<file path="config.mk">
export PLATFORM = sky130hd
export DESIGN_NAME = xlat_ctx_sel
export DESIGN_NICKNAME = d
export VERILOG_FILES = /design/src/rtl/xlat_pkg.sv /design/src/rtl/xlat_priv_resolve.sv /design/src/rtl/xlat_root_select.sv /design/src/rtl/xlat_mode_decode.sv /design/src/rtl/xlat_ctx_sel.sv
export SDC_FILE = /design/constraint.sdc
export NUM_CORES = 1
export LEC_CHECK = 0
export ABC_AREA = 1
export BUFFER_PORTS_ARGS = -buffer_cell sky130_fd_sc_hd__buf_2
export CAP_MARGIN = 20
export CORE_AREA = 5 5 158 160
export DETAILED_ROUTE_END_ITERATION = 8
export DIE_AREA = 0 0 163 165
export HOLD_SLACK_MARGIN = 0.1
export PLACE_DENSITY = 0.6
export SLEW_MARGIN = 10
export SYNTH_ARGS = -nofsm -noshare
export SYNTH_HDL_FRONTEND = slang
export SYNTH_SLANG_ARGS = --single-unit
</file>
<file path="constraint.sdc">
create_clock -name clk -period 3.8 [get_ports clk]
set_input_delay 0.19 -clock clk [delete_from_list [all_inputs] [get_ports clk]]
set_output_delay 0.19 -clock clk [all_outputs]
set_load 0.01 [all_outputs]
</file>
<file path="src/rtl/xlat_pkg.sv">
package xlat_pkg;

  typedef enum logic [1:0] {
    PRIV_U   = 2'd0,
    PRIV_S   = 2'd1,
    PRIV_RSV = 2'd2,
    PRIV_M   = 2'd3
  } priv_e;

  localparam logic [1:0] ACC_FETCH = 2'd0;
  localparam logic [1:0] ACC_LOAD  = 2'd1;
  localparam logic [1:0] ACC_STORE = 2'd2;

  localparam int         MODE_W    = 4;
  localparam logic [3:0] MODE_BARE = 4'd0;
  localparam logic [3:0] MODE_L3   = 4'd8;
  localparam logic [3:0] MODE_L4   = 4'd9;

endpackage

</file>
<file path="src/rtl/xlat_priv_resolve.sv">
module xlat_priv_resolve
  import xlat_pkg::*;
(
  input  logic [1:0] priv_i,
  input  logic [1:0] acc_i,
  input  logic       hyp_i,
  input  logic       virt_i,
  input  logic       stage2_i,
  input  logic       mprv_i,
  input  logic [1:0] mpp_i,
  input  logic       mpv_i,
  input  logic       sprv_i,
  input  logic       spp_i,
  output logic [1:0] eff_o,
  output logic       guest_o
);

  logic [1:0] after_m;
  logic       guest_m;
  logic [1:0] after_s;
  logic       guest_s;
  logic       not_fetch;

  assign not_fetch = (acc_i != ACC_FETCH);

  // machine override step
  always_comb begin
    after_m = priv_i;
    guest_m = 1'b0;
    if ((priv_i == PRIV_M) && not_fetch && mprv_i) begin
      after_m = mpp_i;
      guest_m = hyp_i & mpv_i;
    end
  end

  // supervisor override step, only from a non-virtualized host
  always_comb begin
    after_s = after_m;
    guest_s = guest_m;
    if ((after_m == PRIV_S) && not_fetch && hyp_i && !virt_i && sprv_i) begin
      after_s = spp_i ? PRIV_S : PRIV_U;
      guest_s = 1'b1;
    end
  end

  // guest-physical lookups are always made as user
  assign eff_o   = stage2_i ? PRIV_U : after_s;
  assign guest_o = guest_s;

endmodule

</file>
<file path="src/rtl/xlat_root_select.sv">
module xlat_root_select #(
  parameter int XLEN     = 64,
  parameter int PPN_W    = 44,
  parameter int MODE_LSB = 60,
  parameter int S2_WIDEN = 2
) (
  input  logic             stage2_i,
  input  logic             guest_i,
  input  logic [XLEN-1:0]  root_native_i,
  input  logic [XLEN-1:0]  root_guest_i,
  input  logic [XLEN-1:0]  root_gphys_i,
  input  logic             mxr_m_i,
  input  logic             mxr_vs_i,
  output logic [PPN_W-1:0] ppn_o,
  output logic [3:0]       mode_o,
  output logic [1:0]       widen_o,
  output logic             mxr_o
);

  logic [XLEN-1:0] chosen;
  logic            unused_gap;

  always_comb begin
    if (stage2_i)     chosen = root_gphys_i;
    else if (guest_i) chosen = root_guest_i;
    else              chosen = root_native_i;
  end

  assign ppn_o      = chosen[PPN_W-1:0];
  assign mode_o     = chosen[MODE_LSB +: 4];
  assign unused_gap = ^chosen[MODE_LSB-1:PPN_W];
  assign widen_o    = stage2_i ? 2'(S2_WIDEN) : 2'd0;
  assign mxr_o      = stage2_i ? mxr_vs_i : mxr_m_i;

endmodule

</file>
<file path="src/rtl/xlat_mode_decode.sv">
module xlat_mode_decode
  import xlat_pkg::*;
#(
  parameter bit FOUR_LVL_EN = 1'b1
) (
  input  logic [3:0] mode_i,
  output logic [2:0] levels_o,
  output logic       ok_o,
  output logic       bare_o
);

  assign bare_o = (mode_i == MODE_BARE);

  generate
    if (FOUR_LVL_EN) begin : g_with_four
      always_comb begin
        case (mode_i)
          MODE_BARE: begin levels_o = 3'd0; ok_o = 1'b1; end
          MODE_L3:   begin levels_o = 3'd3; ok_o = 1'b1; end
          MODE_L4:   begin levels_o = 3'd4; ok_o = 1'b1; end
          default:   begin levels_o = 3'd0; ok_o = 1'b0; end
        endcase
      end
    end else begin : g_three_only
      always_comb begin
        case (mode_i)
          MODE_BARE: begin levels_o = 3'd0; ok_o = 1'b1; end
          MODE_L3:   begin levels_o = 3'd3; ok_o = 1'b1; end
          default:   begin levels_o = 3'd0; ok_o = 1'b0; end
        endcase
      end
    end
  endgenerate

endmodule

</file>
<file path="src/rtl/xlat_ctx_sel.sv">
module xlat_ctx_sel
  import xlat_pkg::*;
#(
  parameter int XLEN        = 64,
  parameter int PPN_W       = 44,
  parameter int MODE_LSB    = 60,
  parameter int PG_SHIFT    = 12,
  parameter int IDX_W       = 9,
  parameter int S2_WIDEN    = 2,
  parameter bit FOUR_LVL_EN = 1'b1,
  localparam int BASE_W     = PPN_W + PG_SHIFT
) (
  input  logic              clk,
  input  logic              rst,
  input  logic              req_valid,
  input  logic [1:0]        cur_priv,
  input  logic [1:0]        acc_kind,
  input  logic              hyp_en,
  input  logic              virt_on,
  input  logic              stage2,
  input  logic              mmu_en,
  input  logic              mprv,
  input  logic [1:0]        mpp,
  input  logic              mpv,
  input  logic              sprv,
  input  logic              spp,
  input  logic              mxr_m,
  input  logic              mxr_vs,
  input  logic              sum_in,
  input  logic [XLEN-1:0]   va,
  input  logic [XLEN-1:0]   root_native,
  input  logic [XLEN-1:0]   root_guest,
  input  logic [XLEN-1:0]   root_gphys,
  output logic              out_valid,
  output logic [1:0]        eff_priv,
  output logic              bypass,
  output logic [XLEN-1:0]   pa_out,
  output logic [2:0]        perm_rwx,
  output logic [BASE_W-1:0] root_base,
  output logic [2:0]        mode_levels,
  output logic [1:0]        idx_widen,
  output logic [6:0]        va_bits,
  output logic              mxr_out,
  output logic              sum_out,
  output logic              bad_mode
);

  logic [1:0]       eff_c;
  logic             guest_c;
  logic [PPN_W-1:0] ppn_c;
  logic [3:0]       mode_c;
  logic [1:0]       widen_c;
  logic             mxr_c;
  logic [2:0]       lvl_c;
  logic             ok_c;
  logic             bare_c;
  logic             bypass_c;
  logic             walk_c;
  logic             bad_c;

  xlat_priv_resolve u_priv (
    .priv_i   (cur_priv),
    .acc_i    (acc_kind),
    .hyp_i    (hyp_en),
    .virt_i   (virt_on),
    .stage2_i (stage2),
    .mprv_i   (mprv),
    .mpp_i    (mpp),
    .mpv_i    (mpv),
    .sprv_i   (sprv),
    .spp_i    (spp),
    .eff_o    (eff_c),
    .guest_o  (guest_c)
  );

  xlat_root_select #(
    .XLEN     (XLEN),
    .PPN_W    (PPN_W),
    .MODE_LSB (MODE_LSB),
    .S2_WIDEN (S2_WIDEN)
  ) u_root (
    .stage2_i      (stage2),
    .guest_i       (guest_c),
    .root_native_i (root_native),
    .root_guest_i  (root_guest),
    .root_gphys_i  (root_gphys),
    .mxr_m_i       (mxr_m),
    .mxr_vs_i      (mxr_vs),
    .ppn_o         (ppn_c),
    .mode_o        (mode_c),
    .widen_o       (widen_c),
    .mxr_o         (mxr_c)
  );

  xlat_mode_decode #(
    .FOUR_LVL_EN (FOUR_LVL_EN)
  ) u_mode (
    .mode_i   (mode_c),
    .levels_o (lvl_c),
    .ok_o     (ok_c),
    .bare_o   (bare_c)
  );

  assign bypass_c = (eff_c == PRIV_M) || !mmu_en || bare_c;
  assign bad_c    = !bypass_c && !ok_c;
  assign walk_c   = !bypass_c && ok_c;

  always_ff @(posedge clk) begin
    if (rst) begin
      out_valid   <= 1'b0;
      eff_priv    <= '0;
      bypass      <= 1'b0;
      pa_out      <= '0;
      perm_rwx    <= '0;
      root_base   <= '0;
      mode_levels <= '0;
      idx_widen   <= '0;
      va_bits     <= '0;
      mxr_out     <= 1'b0;
      sum_out     <= 1'b0;
      bad_mode    <= 1'b0;
    end else begin
      out_valid <= req_valid;
      if (req_valid) begin
        eff_priv    <= eff_c;
        bypass      <= bypass_c;
        pa_out      <= bypass_c ? va : '0;
        perm_rwx    <= bypass_c ? 3'b111 : 3'b000;
        root_base   <= walk_c ? {ppn_c, {PG_SHIFT{1'b0}}} : '0;
        mode_levels <= walk_c ? lvl_c : 3'd0;
        va_bits     <= walk_c ? 7'(PG_SHIFT) + 7'(IDX_W) * {4'd0, lvl_c} + {5'd0, widen_c}
                              : 7'd0;
        idx_widen   <= widen_c;
        mxr_out     <= mxr_c;
        sum_out     <= sum_in;
        bad_mode    <= bad_c;
      end
    end
  end

  // ---------------- assertions ----------------
  assert_result_spacing_R2: assert property (@(posedge clk) disable iff (rst)
    req_valid |=> out_valid);

  assert_idle_spacing_R2: assert property (@(posedge clk) disable iff (rst)
    !req_valid |=> !out_valid);

  assert_fetch_kept_R3: assert property (@(posedge clk) disable iff (rst)
    (req_valid && acc_kind == ACC_FETCH && cur_priv == PRIV_M && !stage2)
      |=> (eff_priv == PRIV_M) && bypass);

  assert_stage2_user_R6: assert property (@(posedge clk) disable iff (rst)
    (req_valid && stage2) |=> (eff_priv == PRIV_U) && (idx_widen == 2'(S2_WIDEN)));

  assert_no_mmu_bypass_R7: assert property (@(posedge clk) disable iff (rst)
    (req_valid && !mmu_en) |=> bypass && (perm_rwx == 3'b111));

  assert_bypass_grants_R7: assert property (@(posedge clk) disable iff (rst)
    (out_valid && bypass) |-> (perm_rwx == 3'b111) && !bad_mode);

  assert_bad_mode_quiet_R10: assert property (@(posedge clk) disable iff (rst)
    (out_valid && bad_mode) |-> !bypass && (root_base == '0) && (perm_rwx == 3'b000)
                                && (va_bits == 7'd0));

endmodule

</file>
[Word-level counts from Yosys, hierarchy flattened]
Index checks and enable logic that the tools add are counted.
Operators by class
  add/subtract/negate cells: 2
  multipliers: 1
  equal/unequal tests: 5
  muxes and demuxes: 17
  bitwise gates (word level): 1
  reduce and logical (&&, ||, !) cells: 17
Operators by type and width (count)
  64-bit two-way mux: 3
  56-bit two-way mux: 1
  4-bit == test (second input constant): 2
  1-bit logical AND: 8
  2-bit two-way mux: 4
  4-bit by 7-bit adder with 7-bit output (first input constant): 1
  7-bit by 2-bit adder with 7-bit output: 1
  4-bit by 3-bit multiplier with 7-bit output (first input constant): 1
  7-bit two-way mux: 1
  3-bit two-way mux: 2
  3-bit case mux with 2 select lines: 1
  1-bit two-way mux: 5
  2-bit == test (second input constant): 2
  1-bit zero test: 4
  4-bit zero test: 1
  3-bit OR reduction: 1
  2-bit by 1-bit == test with 1-bit output (second input constant): 1
  1-bit logical OR: 2
  2-bit nonzero test: 1
  1-bit bitwise AND: 1
Storage, ports and cells
  register bits: 142
  input port bits: 276
  output and inout bits: 142
  word-level logic and storage cells: 55

[Depth between registers and ports, before layout]
  depth after elaboration: 18
  gate-level depth with buffers: 24
  gate-level depth less buffers: 24

[Hierarchy]
Synthesis repeated with hierarchy kept, for this count alone.
Second synthesis, totals
  cell total of the unflattened synthesis: 1004
  area, all modules: 6427.4 um^2
By module, submodules not included
  xlat_ctx_sel: instances 1, cells an instance 597, area each 4777.1 um^2, sequential area each 2542.4 um^2
  xlat_root_select: instances 1, cells an instance 365, area each 1470.2 um^2, sequential area each 0.0 um^2
  xlat_priv_resolve: instances 1, cells an instance 28, area each 115.1 um^2, sequential area each 0.0 um^2
  xlat_mode_decode: instances 1, cells an instance 14, area each 65.1 um^2, sequential area each 0.0 um^2

[Worst setup path before layout]
OpenSTA, ideal clock, no wires.
  path kind: input to register
  start point: input port cur_priv[0]
  end point: register va_bits[3]
  library setup time: 0.130 ns
  arrival time: 2.753 ns
  required time: 3.670 ns
  setup slack: 0.917 ns
  cell stages on the path: 24
  path buffers: 0
  cells stage by stage: nand2_1 inv_2 nand3_2 nand2_1 nand2_1 o21ai_2 nand2_1 nand3_1 nand2_1 clkinv_1 nand2_2 nor2_1 inv_1 ha_1 inv_1 nand4_1 inv_1 ha_1 ha_1 fa_1 nand2_1 nor2_1 nor2_1 nor2_1
Between the ends
  longest elaborated chain between the ends: 18
  elaborated cells between the ends (all ways): 30
  those cells by class: 2 x add/sub; 1 x mul; 5 x eq/ne; 10 x mux; 12 x reduce/logical
Ends and longest elaborated chain
  start, declared: RTL line xlat_ctx_sel.sv:16  | input logic [1:0] cur_priv,
  2-bit == test: RTL line xlat_priv_resolve.sv:30  | if ((priv_i == PRIV_M) && not_fetch && mprv_i) begin
  1-bit logical AND (2 in a row): RTL line xlat_priv_resolve.sv:30
  2-bit two-way mux: RTL line xlat_priv_resolve.sv:30
  2-bit by 1-bit == test with 1-bit output: RTL line xlat_priv_resolve.sv:40  | if ((after_m == PRIV_S) && not_fetch && hyp_i && !virt_i && sprv_i) begin
  1-bit logical AND (4 in a row): RTL line xlat_priv_resolve.sv:40
  1-bit two-way mux: RTL line xlat_priv_resolve.sv:40
  64-bit two-way mux: RTL line xlat_root_select.sv:25  | else if (guest_i) chosen = root_guest_i;
  64-bit two-way mux: RTL line xlat_root_select.sv:24  | if (stage2_i) chosen = root_gphys_i;
  4-bit == test: RTL line xlat_mode_decode.sv:17  | case (mode_i)
  3-bit case mux with 2 select lines: RTL line xlat_mode_decode.sv:17
  4-bit by 3-bit multiplier with 7-bit output: RTL line xlat_ctx_sel.sv:131  | va_bits <= walk_c ? 7'(PG_SHIFT) + 7'(IDX_W) * {4'd0, lvl_c} + {5'd0, widen_c}
  4-bit by 7-bit adder with 7-bit output: RTL line xlat_ctx_sel.sv:131
  7-bit by 2-bit adder with 7-bit output: RTL line xlat_ctx_sel.sv:131
  7-bit two-way mux (*): RTL line xlat_ctx_sel.sv:131
  end signal, assigned: RTL line xlat_ctx_sel.sv:131
  end, declared: RTL line xlat_ctx_sel.sv:42  | output logic [6:0] va_bits,
Every way passes the cells marked *; elsewhere a longest branch is shown, timed or not.
A chain may end at the register's enable or synchronous reset.

[Final worst setup path]
  start point: input port cur_priv[1]
  end point: register va_bits[3]
The elaborated chain is that of the path after synthesis.

==> summary.txt <==
Status - complete, no violations
Switching power share of the total - 0.285
Core Area - 23300 µm²
Int Power - 2.54 mW
Xor/xnor share of the synthesized area - 0
Bufs on Longest Clock Path - 2
Fin util - 0.422
Number of sinks on the clock net - 124
Maximum clock frequency - 0.303 GHz
Router iterations before antenna repair - 4
Compound-Gate Fraction of Synth Area - 0.189
Critical path origin - cur_priv[1]
Number of warnings issued by yosys - 0
TritonCTS clock tree - done
Number of design-rule violations left by the first detailed-router iteration - 381
Peak fanout along the critical path - 6
Leading post-synthesis cells by cell area - sky130_fd_sc_hd__dfxtp_1, sky130_fd_sc_hd__nand2_1, sky130_fd_sc_hd__nand3_2
Clk Latency, worst-skew pair - 400 ps
# setup viols final - 0
Post-DP HPWL - 18000 µm
Share of power burned in the clock network - 0.443
Standard-cell rows - 56
Area of the die - 26900 µm²
Worst flop-to-flop path endpoint - mxr_out
Least-Margin Pin Slew - 865 ps
R2r worst-path depth - 5
Number of global-route vias before repair - 7208
Max-slew headroom at the worst pin - 0.424
RSZ-0062 raised after global routing - no
Category of the worst setup path capture point - register
Total of buffers placed on input and output ports - 356
Die W - 163 µm
Reg power frac - 0.385
Cell accounting for the most synthesized area - sky130_fd_sc_hd__dfxtp_1
Destination of the critical timing path - va_bits[3]
Crit Path Category - in -> reg
Total negative slack for setup checks - 0 ps
Final clock skew - 0 ps
Simple-gate area share of the yosys netlist - 0.303
Instance count of the mapped netlist - 910
Hold crit path type - in -> reg
Sequential area share after synthesis - 0.366
Most common cell after layout, fill and taps aside - sky130_fd_sc_hd__buf_2
Number of different library cells in the post-synthesis netlist - 28
Final hold viol count - 0
I/O pin count - 418
Count of final max-slew check failures - 0
# fillers - 2465
NetSw - 1.01 mW
Post-route minimum period - 3300 ps
Number of nets with antenna violations after routing - 0
Average cell area after synthesis - 7.46 µm²
Final GP Congestion - 0.771
TritonCTS buffer count - 17
Flop and latch count out of synthesis - 124
Pwr per Cell Area - 361 nW/µm²
Clock slew seen by the registers of the worst setup and hold paths - 60 ps
Crit path DAT - 3640 ps
First-pass GRT wire length - 39100 µm
GR Util All Layers - 0.182
Count of instances resized after the clock tree is built - 0
Via count - 7470
Startpoint kind of the worst setup timing path - primary input
DRC viols - 0
Number of antenna violations at the first check in global routing - 11
Synthesis-to-layout area growth - 44.5%
# nets final - 1569
Final WL - 25900 µm
Most frequent cells in the layout - sky130_fd_sc_hd__buf_2, sky130_fd_sc_hd__nand2_1, sky130_fd_sc_hd__dfxtp_1
Combinational cell fraction of total power - 0.172
Area share of fa/ha/maj cells after synthesis - 0.0122
Ratio of routed vias to standard cells - 4.61
Main combinational cell family by area after synthesis - simple AND/OR/NAND/NOR gates
H-tree depth - 4
Final cycle utilization of the critical path - 0.868
Reg2Reg Setup Slack - 2610 ps
Total leakage power - 4.69 nW
Starting density of the core - 0.292
Maximum number of pins on one net before global-route repair - 78
Worst vdd ir - 0.256 mV
Share of the synthesized area in the top cell type - 0.366
Portion of netlist area occupied by mux cells - 0
Total power - 3.55 mW
Average wire per cell in the routed design - 16.0 µm
Cell area after synthesis - 6790 µm²
Max-cap violations - 0
Total congestion overflow - 0
Source of the worst register-to-register timing path - mxr_out
Required time worst endpoint - 4140 ps
Die Y-Extent - 165 µm
CTS root buf - sky130_fd_sc_hd__clkbuf_16
Ratio of cells with drive above 1 in the final layout - 0.411
-- cells in the mapped netlist --
| library cell | number |
|---|---|
| sky130_fd_sc_hd__a21oi_1 | 98 |
| sky130_fd_sc_hd__a21oi_2 | 60 |
| sky130_fd_sc_hd__buf_1 | 1 |
| sky130_fd_sc_hd__buf_12 | 6 |
| sky130_fd_sc_hd__buf_2 | 13 |
| sky130_fd_sc_hd__buf_4 | 23 |
| sky130_fd_sc_hd__buf_6 | 5 |
| sky130_fd_sc_hd__clkbuf_1 | 42 |
| sky130_fd_sc_hd__clkinv_1 | 2 |
| sky130_fd_sc_hd__conb_1 | 1 |
| sky130_fd_sc_hd__dfxtp_1 | 124 |
| sky130_fd_sc_hd__fa_1 | 1 |
| sky130_fd_sc_hd__ha_1 | 5 |
| sky130_fd_sc_hd__inv_1 | 75 |
| sky130_fd_sc_hd__inv_2 | 4 |
| sky130_fd_sc_hd__nand2_1 | 227 |
| sky130_fd_sc_hd__nand2_2 | 4 |
| sky130_fd_sc_hd__nand2_8 | 1 |
| sky130_fd_sc_hd__nand3_1 | 18 |
| sky130_fd_sc_hd__nand3_2 | 61 |
| sky130_fd_sc_hd__nand4_1 | 48 |
| sky130_fd_sc_hd__nor2_1 | 37 |
| sky130_fd_sc_hd__nor2_2 | 2 |
| sky130_fd_sc_hd__nor2_4 | 1 |
| sky130_fd_sc_hd__o211ai_1 | 2 |
| sky130_fd_sc_hd__o21a_1 | 1 |
| sky130_fd_sc_hd__o21ai_0 | 47 |
| sky130_fd_sc_hd__o21ai_2 | 1 |
-- logic make-up (layout without fill, tap and decap cells) --
family / Yosys count / in the layout
buf+inv: 171 / 548
fa+ha+maj: 6 / 6
simple gates: 399 / 399
flops: 124 / 124
compound gates: 209 / 209
other cells: 1 / 17
-- worst max-delay path, cell delays in order --
cell and delay, ps:
sky130_fd_sc_hd__dlygate4sd3_1 540, sky130_fd_sc_hd__buf_2 160, sky130_fd_sc_hd__nand4_1 360, sky130_fd_sc_hd__o21ai_4 240
sky130_fd_sc_hd__nand2_1 70, sky130_fd_sc_hd__nand3_1 80, sky130_fd_sc_hd__nand2_1 120, sky130_fd_sc_hd__nand3_1 130
sky130_fd_sc_hd__nor2_1 60, sky130_fd_sc_hd__inv_1 110, sky130_fd_sc_hd__ha_1 160, sky130_fd_sc_hd__inv_1 40
sky130_fd_sc_hd__nand4_1 100, sky130_fd_sc_hd__inv_1 60, sky130_fd_sc_hd__ha_1 170, sky130_fd_sc_hd__ha_1 210
sky130_fd_sc_hd__fa_1 530, sky130_fd_sc_hd__nand2_1 50, sky130_fd_sc_hd__nor2_1 110, sky130_fd_sc_hd__nor2_1 50
sky130_fd_sc_hd__nor2_1 80
-- state kept, by name, indices dropped and copies added, names as in the netlist --
name         count
sum_out          1
out_valid        1
eff_priv         2
root_base       44
pa_out          64
mode_levels      2
idx_widen        1
bad_mode         1
va_bits          6
mxr_out          1
perm_rwx         1
-- metrics by stage --
| stage | worst slack (ps) | hold slack (ps) | cells | instance area (µm²) |
|---|---|---|---|---|
| final | 503 | 155 | 1622 | 9810 |
| after global routing | 206 | 160 | 1622 | 9810 |
| after CTS | 510 | 129 | 1618 | 9800 |
| after detailed placement | 442 | 453 | 1519 | 8550 |
| after global placement | 489 | 450 | 1519 | 8550 |
| after floorplan | 917 | 325 | 922 | 6840 |
-- cell type report --
| type | count | area, µm² | share of cell area |
|---|---|---|---|
| Antenna cell | 4 | 10.0 | 0.00102 |
| Clock buffer | 19 | 453 | 0.0462 |
| Clock inverter | 12 | 115 | 0.0117 |
| Inverter | 81 | 307 | 0.0312 |
| Multi-Input combinational cell | 627 | 3480 | 0.355 |
| Sequential cell | 124 | 2480 | 0.253 |
| Tap cell | 319 | 399 | 0.0407 |
| Timing Repair Buffer | 436 | 2560 | 0.261 |
-- what timing repair did --
item	CTS	global route
hold buffers	68	0
setup buffers	0	0
endpoints found under the hold margin	67	0
endpoints found under the setup margin	0	0
-- power by group through the flow --
stage	combinational (mW)	clock, mW	sequential [mW]
floorplan	0.331	0	1.41
detailed placement	0.558	0	1.39
global placement	0.554	0	1.39
global route	0.674	1.67	1.37
finish	0.609	1.57	1.37
CTS	0.616	1.62	1.37
-- per-layer routing --
metal,track usage,share of wire,up-vias
met5,0,0.0036,-
met4,0.0450,0.017,14
met3,0.0636,0.080,39
met2,0.317,0.49,291
met1,0.214,0.41,3406
li1,-,-,3720
-- worst min-delay path by stage --
stage | cells past startpoint | endpoint | startpoint
after floorplan | 2 | sum_out | sum_in
after global placement | 2 | pa_out[20] | pa_out[20]
after detailed placement | 2 | root_base[52] | root_base[52]
after CTS | 5 | root_base[51] | root_gphys[39]
after global routing | 5 | root_base[42] | root_gphys[30]
final | 5 | root_base[51] | root_gphys[39]
(Power assumes the default switching activity.)
